File: src/rtl/muldiv_pkg.sv
package muldiv_pkg;
  typedef struct packed {
    logic is_div;
    logic neg_lo;
    logic neg_hi;
    logic div0;
  } md_fix_t;
endpackage

File: src/rtl/muldiv_prep.sv
module muldiv_prep
  import muldiv_pkg::*;
#(
  parameter int W = 32
) (
  input  logic [1:0]   op,
  input  logic [W-1:0] a,
  input  logic [W-1:0] b,
  output logic [W-1:0] mag_a,
  output logic [W-1:0] mag_b,
  output md_fix_t      fix
);
  logic sa, sb;

  always_comb begin
    sa         = op[0] & a[W-1];
    sb         = op[0] & b[W-1];
    mag_a      = sa ? (~a + W'(1)) : a;
    mag_b      = sb ? (~b + W'(1)) : b;
    fix.is_div = op[1];
    fix.neg_lo = sa ^ sb;
    fix.neg_hi = op[1] & sa;
    fix.div0   = op[1] & (b == '0);
  end
endmodule

File: src/rtl/muldiv_engine.sv
module muldiv_engine #(
  parameter int W = 32
) (
  input  logic         clk,
  input  logic         rst,
  input  logic         load,
  input  logic         is_div,
  input  logic [W-1:0] mag_a,
  input  logic [W-1:0] mag_b,
  output logic         busy,
  output logic         fin,
  output logic [W-1:0] acc,
  output logic [W-1:0] quo
);
  localparam int CW = $clog2(W + 1);

  logic [CW-1:0] cnt;
  logic [W-1:0]  m;
  logic [W:0]    add_s;
  logic [W:0]    sh;
  logic          ge;
  logic [W-1:0]  diff;

  always_comb begin
    add_s = {1'b0, acc} + (quo[0] ? {1'b0, m} : '0);
    sh    = {acc, quo[W-1]};
    ge    = sh >= {1'b0, m};
    diff  = sh[W-1:0] - m;
    fin   = busy && (cnt == CW'(W));
  end

  always_ff @(posedge clk) begin
    if (rst) begin
      busy <= 1'b0;
      cnt  <= '0;
      acc  <= '0;
      quo  <= '0;
      m    <= '0;
    end else if (load) begin
      busy <= 1'b1;
      cnt  <= '0;
      acc  <= '0;
      quo  <= mag_a;
      m    <= mag_b;
    end else if (busy) begin
      if (fin) begin
        busy <= 1'b0;
      end else begin
        cnt <= cnt + CW'(1);
        if (is_div) begin
          acc <= ge ? diff : sh[W-1:0];
          quo <= {quo[W-2:0], ge};
        end else begin
          acc <= add_s[W:1];
          quo <= {add_s[0], quo[W-1:1]};
        end
      end
    end
  end


  fin_clears_chk: assert property (@(posedge clk) disable iff (rst)
    fin |=> !busy);


  step_count_chk: assert property (@(posedge clk) disable iff (rst)
    (busy && !fin) |=> (busy && (cnt == $past(cnt) + CW'(1))));
endmodule

File: src/rtl/muldiv_fixup.sv
module muldiv_fixup
  import muldiv_pkg::*;
#(
  parameter int W = 32
) (
  input  md_fix_t      fix,
  input  logic [W-1:0] dvd,
  input  logic [W-1:0] acc,
  input  logic [W-1:0] quo,
  output logic [W-1:0] res_hi,
  output logic [W-1:0] res_lo
);
  logic [2*W-1:0] prod;

  always_comb begin
    prod = fix.neg_lo ? (~{acc, quo} + (2*W)'(1)) : {acc, quo};
    if (!fix.is_div) begin
      res_hi = prod[2*W-1:W];
      res_lo = prod[W-1:0];
    end else if (fix.div0) begin
      res_hi = dvd;
      res_lo = '1;
    end else begin
      res_hi = fix.neg_hi ? (~acc + W'(1)) : acc;
      res_lo = fix.neg_lo ? (~quo + W'(1)) : quo;
    end
  end
endmodule

File: src/rtl/muldiv_iter.sv
module muldiv_iter
  import muldiv_pkg::*;
#(
  parameter int W = 32
) (
  input  logic         clk,
  input  logic         rst,
  input  logic         start,
  input  logic [1:0]   op,
  input  logic [W-1:0] src_a,
  input  logic [W-1:0] src_b,
  output logic         busy,
  output logic [W-1:0] hi,
  output logic [W-1:0] lo
);
  logic         load;
  logic         fin;
  logic [W-1:0] mag_a, mag_b;
  logic [W-1:0] acc, quo;
  logic [W-1:0] res_hi, res_lo;
  logic [W-1:0] dvd_q;
  md_fix_t      fix, fix_q;

  assign load = start & ~busy;

  muldiv_prep #(.W(W)) u_prep (
    .op(op), .a(src_a), .b(src_b),
    .mag_a(mag_a), .mag_b(mag_b), .fix(fix)
  );

  always_ff @(posedge clk) begin
    if (rst) begin
      fix_q <= '0;
      dvd_q <= '0;
    end else if (load) begin
      fix_q <= fix;
      dvd_q <= src_a;
    end
  end

  muldiv_engine #(.W(W)) u_engine (
    .clk(clk), .rst(rst), .load(load), .is_div(fix_q.is_div),
    .mag_a(mag_a), .mag_b(mag_b),
    .busy(busy), .fin(fin), .acc(acc), .quo(quo)
  );

  muldiv_fixup #(.W(W)) u_fixup (
    .fix(fix_q), .dvd(dvd_q), .acc(acc), .quo(quo),
    .res_hi(res_hi), .res_lo(res_lo)
  );

  always_ff @(posedge clk) begin
    if (rst) begin
      hi <= '0;
      lo <= '0;
    end else if (fin) begin
      hi <= res_hi;
      lo <= res_lo;
    end
  end


  accept_chk: assert property (@(posedge clk) disable iff (rst)
    (start && !busy) |=> busy);


  ignore_start_chk: assert property (@(posedge clk) disable iff (rst)
    (start && busy) |=> ($stable(fix_q) && $stable(dvd_q)));


  hold_result_chk: assert property (@(posedge clk) disable iff (rst)
    (busy && $past(busy)) |-> ($stable(hi) && $stable(lo)));


  div_zero_chk: assert property (@(posedge clk) disable iff (rst)
    (fin && fix_q.div0) |=> ((lo == '1) && (hi == $past(dvd_q))));


  reset_state_chk: assert property (@(posedge clk)
    rst |=> (!busy && (hi == '0) && (lo == '0)));
endmodule

File: config.mk
export PLATFORM = sky130hd
export DESIGN_NAME = muldiv_iter
export DESIGN_NICKNAME = d
export VERILOG_FILES = /design/src/rtl/muldiv_pkg.sv /design/src/rtl/muldiv_prep.sv /design/src/rtl/muldiv_engine.sv /design/src/rtl/muldiv_fixup.sv /design/src/rtl/muldiv_iter.sv
export SDC_FILE = /design/constraint.sdc
export NUM_CORES = 1
export LEC_CHECK = 0
export BUFFER_PORTS_ARGS = -buffer_cell sky130_fd_sc_hd__clkbuf_2
export CAP_MARGIN = 10
export CELL_PAD_IN_SITES_DETAIL_PLACEMENT = 1
export CELL_PAD_IN_SITES_GLOBAL_PLACEMENT = 1
export CORE_MARGIN = 2
export CORE_UTILIZATION = 45
export DETAILED_ROUTE_END_ITERATION = 8
export PLACE_DENSITY_LB_ADDON = 0.1
export SYNTH_ARGS = -nofsm -noshare
export SYNTH_HDL_FRONTEND = slang
export SYNTH_SLANG_ARGS = --single-unit
File: constraint.sdc
create_clock -name clk -period 4.3 [get_ports clk]
set_input_delay 0.43 -clock clk [delete_from_list [all_inputs] [get_ports clk]]
set_output_delay 0.43 -clock clk [all_outputs]
set_load 0.01 [all_outputs]
-- After elaboration in Yosys (flattened, before gate mapping)
Cells that the tools add are included.
- bits in registers: 203
- bits in latches: 0
- RAM bits: 0
- ROM bits: 0
- input bits: 69
- output and inout port bits: 65
- logic and storage cells: 61
- memories kept: 0
- add/subtract/negate cells: 8
- multiply operators: 0
- divide/modulo/power cells: 0
- magnitude comparators: 1
- equal/unequal tests: 2
- shift-type cells: 0
- mux-type cells: 19
- bitwise logic cells: 13
- reduce and logical (&&, ||, !) cells: 6
- operator list (kind ; count):
    32-bit 2-to-1 mux ; 15
    32-bit by 1-bit adder with 32-bit output (second input constant) ; 4
    32-bit NOT ; 4
    64-bit by 1-bit adder with 64-bit output (second input constant) ; 1
    64-bit 2-to-1 mux ; 1
    64-bit NOT ; 1
    32-bit by 33-bit adder with 33-bit output ; 1
    33-bit by 32-bit greater-or-equal comparator with 1-bit output ; 1
    32-bit logical NOT ; 1
    32-bit subtractor ; 1
    6-bit by 1-bit adder with 6-bit output (second input constant) ; 1
    6-bit == test (second input constant) ; 1
    1-bit bitwise AND ; 5
    2-bit AND reduction ; 2
    1-bit 2-to-1 mux ; 3
    2-bit inequality test (second input constant) ; 1
    1-bit NOT ; 2
    2-bit nonzero test ; 1
    2-bit OR reduction ; 1
    1-bit logical AND ; 1
    1-bit XOR ; 1

-- Logic depth before layout (Yosys ltp)
Gate-level depths: netlist of run 1.
- depth in word-level cells: 6
- gate-level depth with buffers: 15
- mapped depth without buffers: 14

-- Cells and area by module
Synthesis of run 1 repeated with hierarchy kept, for this count alone.
- cell total of the unflattened synthesis: 2150
- area total of the unflattened synthesis: 17164.0 sq um
- by module, submodules not included (module ; instances ; cells an instance ; area an instance (sq um) ; seq. area each (sq um)):
    muldiv_engine ; 1 ; 1079 ; 8516.9 ; 2062.0
    muldiv_iter ; 1 ; 369 ; 4042.6 ; 2001.9
    muldiv_fixup ; 1 ; 486 ; 3153.0 ; 0.0
    muldiv_prep ; 1 ; 216 ; 1451.4 ; 0.0

-- Worst setup path after synthesis of run 1
No wires, ideal clock.
- path type: register -> register
- start: register u_engine.quo[0]
- end: register u_engine.acc[27]
- library setup time: 124 ps
- arrival time: 3124 ps
- required time: 4176 ps
- slack: 1052 ps
- stages on the path, launching flop included: 15
- buffers on the path: 1
- period minus slack after synthesis: 3248 ps
- cell sequence: dfxtp_1 inv_1 buf_1 nor2_1 ha_1 o21ai_0 a2111oi_0 a21oi_1 a211oi_1 o32a_1 nand4_1 nor2b_1 mux2i_1 a221oi_1 o22ai_1
- word-level cells in the longest chain between the ends: 3
- RTL lines (what ; RTL line ; text):
    start: declaration ; muldiv_engine.sv:13 ; output logic [W-1:0] quo
    start signal: assignment ; muldiv_engine.sv:43 ; quo <= mag_a;
    start signal: assignment ; muldiv_engine.sv:52 ; quo <= {quo[W-2:0], ge};
    start signal: assignment ; muldiv_engine.sv:55 ; quo <= {add_s[0], quo[W-1:1]};
    32-bit 2-to-1 mux ; muldiv_engine.sv:25 ; add_s = {1'b0, acc} + (quo[0] ? {1'b0, m} : '0);
    32-bit by 33-bit adder with 33-bit output ; muldiv_engine.sv:25 ;
    32-bit 2-to-1 mux ; muldiv_engine.sv:50 ; if (is_div) begin
    end signal: assignment ; muldiv_engine.sv:51 ; acc <= ge ? diff : sh[W-1:0];
    end signal: assignment ; muldiv_engine.sv:54 ; acc <= add_s[W:1];
    end: declaration ; muldiv_engine.sv:12 ; output logic [W-1:0] acc,
No other way between the ends.
A chain may end at the register's enable or synchronous reset.

-- Worst setup path after layout of run 1
- start: register u_engine.quo[0]
- end: register u_engine.acc[28]
The elaborated chain is that of the path after synthesis.

==> out/metrics.csv, run 1 <==
stage,metric,value,unit
floorplanning,Rows,68,
job,MaxCap Viol Count,0,
clock_tree,H-tree levels,1,
sta,final max-slew violation count,0,
pwr,switching share of total power,34.2,%
routing,Detail Route Antenna Nets,0,
synthesis,synthesized flop and latch total,203,
synthesis,Post-Syn Nets,2257,
place,post-placement setup slack,437,ps
synthesis,Synth area leaders,"dfxtp_1 26%, a21oi_1 6.7%, nand2_1 6.3%",
grt,global-route wire length before repair,91000,um
clock_tree,CTS Hold Buffers Added,0,
routing,via count,15900,
place,post-DP HPWL,44200,um
pwr,cell area power density,348,nW/um2
pwr,Lkg Pwr,6.86,nW
layout,final instance area,17500,um2
floorplanning,IO Pins,134,
clock_tree,Root Driver,clkbuf_16,
routing,DRT iter0 DRCs,897,
sta,Fin Setup TNS,0,ps
synthesis,Yosys cell types,74,
sta,Clock Skews,9.38,ps
sta,Tmin final,3970,ps
routing,vias per cell,6.07,
clock_tree,CTS sink cnt,203,
layout,layout filler cell count,4371,
routing,DR pass1 iterations,5,
worst_setup_path,CP Capture Type,flip-flop,
synthesis,area fraction of the dominant cell type after synthesis,26.0,%
grt,vias in the first global route,16000,
synthesis,"Top FF cell, synth",dfxtp_1,
layout,Synth-to-Final Area Change,12.0,%
synthesis,most numerous cell in the Yosys netlist,nand2_1,
clock_tree,CTS resizes,0,
synthesis,sequential-to-total area share from yosys stat,26.0,%
place,routability cong.,0.986,
layout,layout cells sized above 1,11.5,%
synthesis,cell taking the most area after synthesis,dfxtp_1,
sta,RSZ-0062 raised after global routing,false,
layout,final core utilization,50.9,%
worst_setup_path,WS Path Type,reg2reg,
place,Post-Place Cell Area,16600,um2
worst_setup_path,critical path arrival,4460,ps
routing,WL/cell,22.3,um
synthesis,Synthesis Warnings,0,
sta,normalized max-slew margin,21.9,%
pwr,internal power,0.00400,W
floorplanning,Initial Utilization,45.4,%
floorplanning,Core Box Area,34400,um2
place,I/O Buffers,133,
clock_tree,"Clk pin slew, worst setup/hold paths",60,ps
sta,fmax,252,MHz
floorplanning,Die Wd,190,um
pwr,Combinational Power Share,26.0,%
grt,largest net degree at the start of global routing,159,
grt,initial antenna violation count,0,
pwr,Seq pwr share,35.0,%
sta,fin crit share,92.2,%
synthesis,ys async rst share,0,%
grt,"Remaining Overflow, GRT",0,
status,status,"complete, no violations",
sta,Slew @ Worst Pin,1170,ps
pwr,clock group share of total power,39.0,%
floorplanning,die area,36200,um2
pwr,VDD IR-drop max,0.274,mV
layout,Non-Filler Instances,2622,
worst_setup_path,crit-path max FO,7,
synthesis,Synth Instances,2116,
layout,register area,4070,um2
layout,Ant. Diodes,0,
clock_tree,post-CTS setup buffer count,0,
place,Placed Cells,2574,
sta,final setup violation count,0,
routing,drt drc,0,
synthesis,syn_area_per_cell,7.38,um2
clock_tree,clk buf depth,3,
clock_tree,Worst-Skew Late Latency,560,ps
worst_hold_path,HP Class,in2reg,
routing,final wirelength,58500,um
synthesis,Post-synth top cells,"260 x nand2_1, 220 x nor2_1, 208 x a21oi_1",
layout,area of the multi-input gates,10700,um2
layout,layout net count,2288,
clock_tree,CTS tree,yes,
worst_setup_path,CP Launch Type,flip-flop,
sta,Final Worst Setup Slack,334,ps
clock_tree,total CTS buffers,26,
synthesis,"EDFF count, synth",0,
synthesis,synthesized area,15600,um2
grt,overall routing resource usage,31.8,%
sta,Fin. Hold Viols,0,
worst_setup_path,Worst EP required,4790,ps
pwr,Switching Power,0.00208,W
floorplanning,chip height,190,um
==> worst max-delay path, stage by stage (launching register included) <==
cell and delay (ps):
dfxtp_1 450, inv_1 100, buf_4 170, nor2_1 200, ha_1 290, a211oi_1 380
o21a_1 200, o21ai_1 170, a211oi_1 520, o21a_1 290, o31a_1 270, nor2b_1 300
mux2i_1 230, o221ai_1 150, a31oi_1 170
==> cells in the final DEF, fill, tap and decap left out, drive strengths merged, types with 37 or more instances in the layout <==
cell,n
a211oi,118
a21o,45
a21oi,208
buf,37
clkbuf,167
dfxtp,203
ha,70
inv,67
mux2i,70
nand2,260
nor2,221
o211ai,45
o21ai,135
xnor2,109
xor2,91
==> per-layer routing <==
| metal | track usage (%) | vias to the layer above | wire, um |
|---|---|---|---|
| met1 | 40.1 | 7782 | 25300 |
| met4 | 13.0 | 0 | 2480 |
| met5 | 0 | - | 0 |
| met3 | 3.72 | 113 | 2920 |
| li1 | - | 7608 | - |
| met2 | 55.0 | 405 | 27800 |
==> cell families after synthesis <==
kind of cell    count (synthesis)  synth area share [%]
simple gates                  670                  19.4
mux                            75                  4.85
compound gates                663                  26.9
xor+xnor                      200                  11.2
flops                         203                  26.0
fa+ha+maj                      72                  5.87
buf+inv                       233                  5.71
==> power by group through the flow <==
stage	registers (W)	clock network [W]	logic, W
2_1_floorplan	0.00207	0	0.00113
3_3_place_gp	0.00217	0	0.00153
3_5_place_dp	0.00217	0	0.00155
4_1_cts	0.00213	0.00240	0.00157
5_1_grt	0.00214	0.00247	0.00173
6_report	0.00213	0.00237	0.00158
==> registers in the layout, indices dropped and copies added (netlist names) <==
name,cells
u_engine.acc,32
u_engine.busy,1
u_engine.quo,32
u_engine.cnt,6
u_engine.m,32
dvd_q,32
hi,32
fix_q,4
lo,32
==> through the flow <==
stage / power (W) / hold WS [ps]
finish: 0.00609 / 129
detailed placement: 0.00372 / 448
floorplan: 0.00320 / 433
CTS: 0.00609 / 113
global route: 0.00634 / 163
global placement: 0.00369 / 443
==> layout make-up <==
cell class	count	share of cell area [%]
Tap cell	455	3.26
Inverter	67	1.44
Multi-Input combinational cell	1680	61.0
Clock buffer	35	4.20
Clock inverter	13	1.07
Timing Repair Buffer	169	5.72
Sequential cell	203	23.3
==> final timing paths <==
check / from / endpoint / slack, ps / cells after the start
worst max-delay path: u_engine.quo[0] / u_engine.acc[28] / 330 / 14
worst min-delay path: src_a[21] / dvd_q[21] / 130 / 3
worst max register to register: u_engine.quo[0] / u_engine.acc[28] / 330 / 14
worst min register to register: hi[28] / hi[28] / 450 / 2
Note: power is estimated with default switching activity, not from simulation.
==> run 2: changes to the inputs <==
--- a/config.mk
+++ b/config.mk
@@ -5,14 +5,16 @@
 export SDC_FILE = /design/constraint.sdc
 export NUM_CORES = 1
 export LEC_CHECK = 0
-export BUFFER_PORTS_ARGS = -buffer_cell sky130_fd_sc_hd__clkbuf_2
+export ABC_AREA = 1
 export CAP_MARGIN = 10
 export CELL_PAD_IN_SITES_DETAIL_PLACEMENT = 1
 export CELL_PAD_IN_SITES_GLOBAL_PLACEMENT = 1
 export CORE_MARGIN = 2
 export CORE_UTILIZATION = 45
 export DETAILED_ROUTE_END_ITERATION = 8
+export DONT_BUFFER_PORTS = 1
 export PLACE_DENSITY_LB_ADDON = 0.1
+export SKIP_LAST_GASP = 1
 export SYNTH_ARGS = -nofsm -noshare
 export SYNTH_HDL_FRONTEND = slang
 export SYNTH_SLANG_ARGS = --single-unit
==> run 2 against run 1 <==
  * Critical path depth grew 1
  * Via count grew 38%
  * Utilization is 1.3 points lower
==> out/metrics.csv, run 2 <==
stage,metric,value,unit
clock_tree,post-CTS setup buffer count,0,
worst_setup_path,critical path arrival,3760,ps
synthesis,syn_area_per_cell,5.79,um2
routing,WL/cell,26.1,um
sta,normalized max-slew margin,27.6,%
floorplanning,Die Wd,203,um
synthesis,most numerous cell in the Yosys netlist,nand2_1,
job,MaxCap Viol Count,0,
clock_tree,total CTS buffers,26,
sta,Clock Skews,17.6,ps
layout,layout cells sized above 1,5.58,%
clock_tree,"Clk pin slew, worst setup/hold paths",60,ps
clock_tree,H-tree levels,1,
floorplanning,Core Box Area,38800,um2
synthesis,synthesized flop and latch total,203,
sta,RSZ-0062 raised after global routing,false,
sta,fin crit share,76.8,%
grt,"Remaining Overflow, GRT",0,
routing,vias per cell,6.15,
pwr,Power Total,0.00683,W
grt,global-route wire length before repair,137000,um
worst_setup_path,crit-path max FO,34,
synthesis,Post-Syn Nets,3215,
worst_hold_path,hold depth,2,
sta,Fin Setup TNS,0,ps
clock_tree,CTS sink cnt,203,
synthesis,ys async rst share,0,%
routing,via count,21900,
grt,overall routing resource usage,44.3,%
layout,Ant. Diodes,0,
worst_setup_path,CP Launch Type,flip-flop,
layout,most frequent cells in the layout,"776 x nand2_1, 412 x inv_1, 323 x nor2_1",
floorplanning,die area,41200,um2
pwr,Lkg Pwr,9.46,nW
place,routability cong.,1.06,
worst_setup_path,FF-to-FF path depth,15,
sta,fmax,303,MHz
sta,Fin. Hold Viols,0,
worst_hold_path,HP Class,in2reg,
synthesis,Yosys cell types,58,
synthesis,Post-synth top cells,"777 x nand2_1, 414 x inv_1, 323 x nor2_1",
synthesis,synthesized area,17800,um2
place,I/O Buffers,0,
grt,initial antenna violation count,4,
routing,Detail Route Antenna Nets,0,
synthesis,Synth area leaders,"dfxtp_1 23%, nand2_1 16%, inv_1 8.7%",
worst_setup_path,CP Capture Type,flip-flop,
layout,layout net count,3166,
routing,DR pass1 iterations,6,
worst_setup_path,CP top delay family,compound AO/OA/AOI/OAI gates,
worst_setup_path,CP Cell Sequence,buf_4 -> nand2_1 -> inv_1 -> ha_1 -> a21oi_1 -> nand2_1 -> a21boi_0 -> inv_1 -> nand2_1 -> nand2_1 -> xor2_1 -> a21oi_1 -> nand3_1 -> nand2_1 -> inv_1,
grt,vias in the first global route,22400,
place,post-DP HPWL,72200,um
floorplanning,chip height,203,um
worst_setup_path,CP max-delay cell,buf_4,
synthesis,Synthesis Warnings,0,
sta,final setup violation count,0,
status,status,"complete, no violations",
sta,Slew @ Worst Pin,1070,ps
clock_tree,Worst-Skew Late Latency,580,ps
worst_setup_path,Crit. path cell count,15,
worst_setup_path,Buf/Inv on CP,4,
synthesis,area fraction of the dominant cell type after synthesis,22.8,%
synthesis,"Top FF cell, synth",dfxtp_1,
clock_tree,clk buf depth,3,
floorplanning,Rows,72,
pwr,cell area power density,355,nW/um2
worst_setup_path,Crit path largest cell delay,420,ps
grt,largest net degree at the start of global routing,111,
layout,"most common cell after layout, fill and taps aside",nand2_1,
floorplanning,IO Pins,134,
clock_tree,CTS tree,yes,
routing,final wirelength,93100,um
sta,final max-slew violation count,0,
synthesis,cell taking the most area after synthesis,dfxtp_1,
worst_setup_path,Worst EP required,4760,ps
synthesis,"EDFF count, synth",0,
layout,Synth-to-Final Area Change,8.06,%
pwr,VDD IR-drop max,0.362,mV
layout,layout filler cell count,5551,
worst_setup_path,cell mode on critical path,nand2_1,
worst_setup_path,WS Path Type,reg2reg,
synthesis,sequential-to-total area share from yosys stat,22.8,%
floorplanning,Initial Utilization,45.8,%
routing,DRT iter0 DRCs,2036,
routing,drt drc,0,
synthesis,Synth Instances,3074,
worst_setup_path,R2R Setup Slk,1000,ps
sta,Tmin final,3300,ps
clock_tree,Root Driver,clkbuf_16,
run 2: path summary, 6_finish.rpt:
kind,end,start
max,u_engine.acc[13],u_engine.quo[0]
min reg2reg,dvd_q[2],dvd_q[2]
min,dvd_q[18],src_a[18]
max reg2reg,u_engine.acc[13],u_engine.quo[0]
run 2: what timing repair did:
item,in CTS,in global routing
endpoints found under the hold margin,15,0
gates resized for setup,0,0
hold buffers,1,0
run 2: metal layers:
layer  share of wire [%]  track usage (%)
met5               0.060                0
met4                  11             41.0
met3                 7.3             9.21
met2                  46             73.1
met1                  36             47.5
run 2: kinds of logic (layout without fill, tap and decap cells):
| family | count (synthesis) | in the layout | share of synthesized area (%) |
|---|---|---|---|
| AND/OR/NAND/NOR | 1482 | 1482 | 35.4 |
| AO/OA/AOI/OAI | 677 | 677 | 20.5 |
| flip-flops | 203 | 203 | 22.8 |
| buffers and inverters | 559 | 529 | 12.1 |
| XOR/XNOR | 81 | 81 | 3.99 |
| adder cells (fa/ha/maj) | 72 | 72 | 5.15 |
run 2: metrics by stage:
stage               instances  hold WS [ps]  util, %  area, um2  worst slack, ps
floorplan                3074           423        -      17800             1860
global placement         3514           447     47.1      18300             1150
detailed placement       3514           455     47.1      18300             1150
CTS                      3562          2.07     49.5      19200             1110
global route             3562          27.5     49.5      19200              833
finish                   3562          8.73     49.5      19200              998
run 2: final cells by class:
| type | count | area (um2) | area share, % |
|---|---|---|---|
| tap | 518 | 648 | 3.37 |
| timing repair buffer | 45 | 353 | 1.83 |
| clock inverter | 13 | 214 | 1.11 |
| multi-input combinational | 2312 | 11600 | 60.3 |
| sequential | 203 | 4070 | 21.1 |
| inverter | 437 | 1640 | 8.53 |
| clock buffer | 34 | 721 | 3.75 |
run 2: where the power goes:
group          switching (W)  internal, W  total, W
sequential          0.000149      0.00198   0.00213
combinational        0.00164     0.000608   0.00225
clock               0.000968      0.00148   0.00245
total                0.00276      0.00407   0.00683
==> run 3: changes to the inputs <==
==> constraint.sdc (replaced) <==
create_clock -name clk -period 3.45 [get_ports clk]
set_input_delay 0.345 -clock clk [delete_from_list [all_inputs] [get_ports clk]]
set_output_delay 0.345 -clock clk [all_outputs]
set_load 0.01 [all_outputs]
==> run 3 against run 2 <==
  * First-iteration DRC count decreased by 13%
  * Global-route usage about the same
  * Clock power increased by 24%
  * Via count increased by 0.89%
  * Die area unchanged
  * Sequential power increased by 24%
  * Setup slack got worse by 790 ps
  * Critical path type unchanged
  * Utilization increased by 1.1 points
  * Power increased by 25%
  * Register-to-register slack got worse by 790 ps
  * Maximum frequency increased by 1.9%
==> out/metrics.csv, run 3 (synthesis results as in run 2) <==
stage,metric,value,unit
pwr,Lkg Pwr,9.68,nW
sta,Fin Setup TNS,0,ps
floorplanning,Rows,72,
worst_setup_path,CP Capture Type,flip-flop,
clock_tree,Root Driver,clkbuf_16,
grt,initial antenna violation count,3,
clock_tree,clk buf depth,3,
clock_tree,CTS sink cnt,203,
clock_tree,"Clk pin slew, worst setup/hold paths",70,ps
job,MaxCap Viol Count,0,
place,Placed Cells,3536,
layout,"most common cell after layout, fill and taps aside",nand2_1,
sta,fin crit share,93.9,%
layout,layout net count,3214,
routing,drt drc,0,
sta,Tmin final,3240,ps
place,Post-Place Cell Area,18400,um2
sta,RSZ-0062 raised after global routing,false,
clock_tree,total CTS buffers,26,
clock_tree,Worst-Skew Late Latency,580,ps
floorplanning,chip height,203,um
worst_setup_path,CP max-delay cell,a21oi_1,
pwr,VDD IR-drop max,0.361,mV
grt,vias in the first global route,22900,
floorplanning,Initial Utilization,45.8,%
floorplanning,Die Wd,203,um
sta,normalized max-slew margin,27.2,%
floorplanning,die area,41200,um2
clock_tree,CTS tree,yes,
floorplanning,IO Pins,134,
sta,Slew @ Worst Pin,1090,ps
worst_setup_path,CP top delay family,compound AO/OA/AOI/OAI gates,
sta,final max-slew violation count,0,
clock_tree,CTS resizes,0,
worst_hold_path,HP Class,in2reg,
status,status,"complete, no violations",
layout,final core utilization,50.6,%
layout,layout cells sized above 1,6.40,%
floorplanning,Core Box Area,38800,um2
routing,WL/cell,25.7,um
layout,most frequent cells in the layout,"776 x nand2_1, 412 x inv_1, 323 x nor2_1",
sta,final setup violation count,0,
layout,Non-Filler Instances,3612,
routing,vias per cell,6.12,
routing,DRT iter0 DRCs,1766,
worst_setup_path,Buf/Inv on CP,2,
pwr,cell area power density,436,nW/um2
worst_setup_path,WS Path Type,reg2reg,
clock_tree,H-tree levels,1,
grt,"Remaining Overflow, GRT",0,
layout,Synth-to-Final Area Change,10.4,%
layout,final instance area,19700,um2
grt,global-route wire length before repair,138000,um
place,post-DP HPWL,72400,um
worst_setup_path,Worst EP required,3870,ps
routing,final wirelength,92700,um
grt,overall routing resource usage,44.2,%
grt,largest net degree at the start of global routing,78,
sta,Fin. Hold Viols,0,
routing,Detail Route Antenna Nets,0,
worst_setup_path,crit-path max FO,8,
worst_setup_path,CP Cell Sequence,inv_1 -> nand2_1 -> nor2_1 -> inv_1 -> o21ai_0 -> o21ai_0 -> a21oi_1 -> a21oi_1,
worst_setup_path,critical path arrival,3660,ps
sta,Clock Skews,14.1,ps
place,I/O Buffers,0,
routing,via count,22100,
routing,DR pass1 iterations,5,
worst_setup_path,CP Launch Type,flip-flop,
sta,fmax,309,MHz
worst_setup_path,Crit path largest cell delay,790,ps
place,routability cong.,1.05,
[run 3: cell types whose count changed in the layout (fill, tap and decap cells not counted), moves of 2 or more]
| cell | before | now |
|---|---|---|
| dlygate4sd3_1 | 1 | 26 |
| buf_4 | 43 | 66 |
| clkbuf_1 | 4 | 0 |
| clkinv_2 | 3 | 6 |
| clkinv_4 | 2 | 0 |
| clkinvlp_4 | 2 | 4 |
| inv_6 | 0 | 2 |
[run 3: layer usage]
layer	vias up	wire, um	track usage [%]
li1	9994	-	-
met1	10600	33500	47.4
met2	1026	42600	74.3
met3	438	6120	7.43
met4	4	10500	41.3
met5	-	27	0
[run 3: final timing paths]
kind,start,end,slack (ps),cells past startpoint
worst max-delay path,u_engine.acc[0],hi[11],210,8
worst min-delay path,src_a[26],dvd_q[26],7,2
worst max register to register,u_engine.acc[0],hi[11],210,8
worst min register to register,dvd_q[3],dvd_q[3],470,2
[run 3: per-stage QoR]
step	setup WS, ps	hold slack (ps)	total power, W
floorplan	1010	423	0.00443
global placement	431	422	0.00534
detailed placement	381	427	0.00541
CTS	360	1.38	0.00844
global route	124	9.64	0.00887
finish	209	7.25	0.00856
[run 3: timing repair]
| action | CTS | global route |
|---|---|---|
| hold buffers | 27 | 0 |
| endpoints found under the hold margin | 45 | 0 |
| setup buffers | 0 | 0 |
[run 3: final cells by class]
class                           count  area (um2)
Fill cell                        5520       19200
Clock buffer                       30         706
Inverter                          437        1640
Clock inverter                     18         225
Antenna cell                        1        2.50
Timing Repair Buffer               93         776
Multi-Input combinational cell   2312       11600
Sequential cell                   203        4070
Tap cell                          518         648
[run 3: where the power goes]
part           internal, W  leakage (nW)  switching [W]
registers          0.00247          1.66       0.000172
clock network      0.00178         0.452        0.00125
logic             0.000806          7.57        0.00209
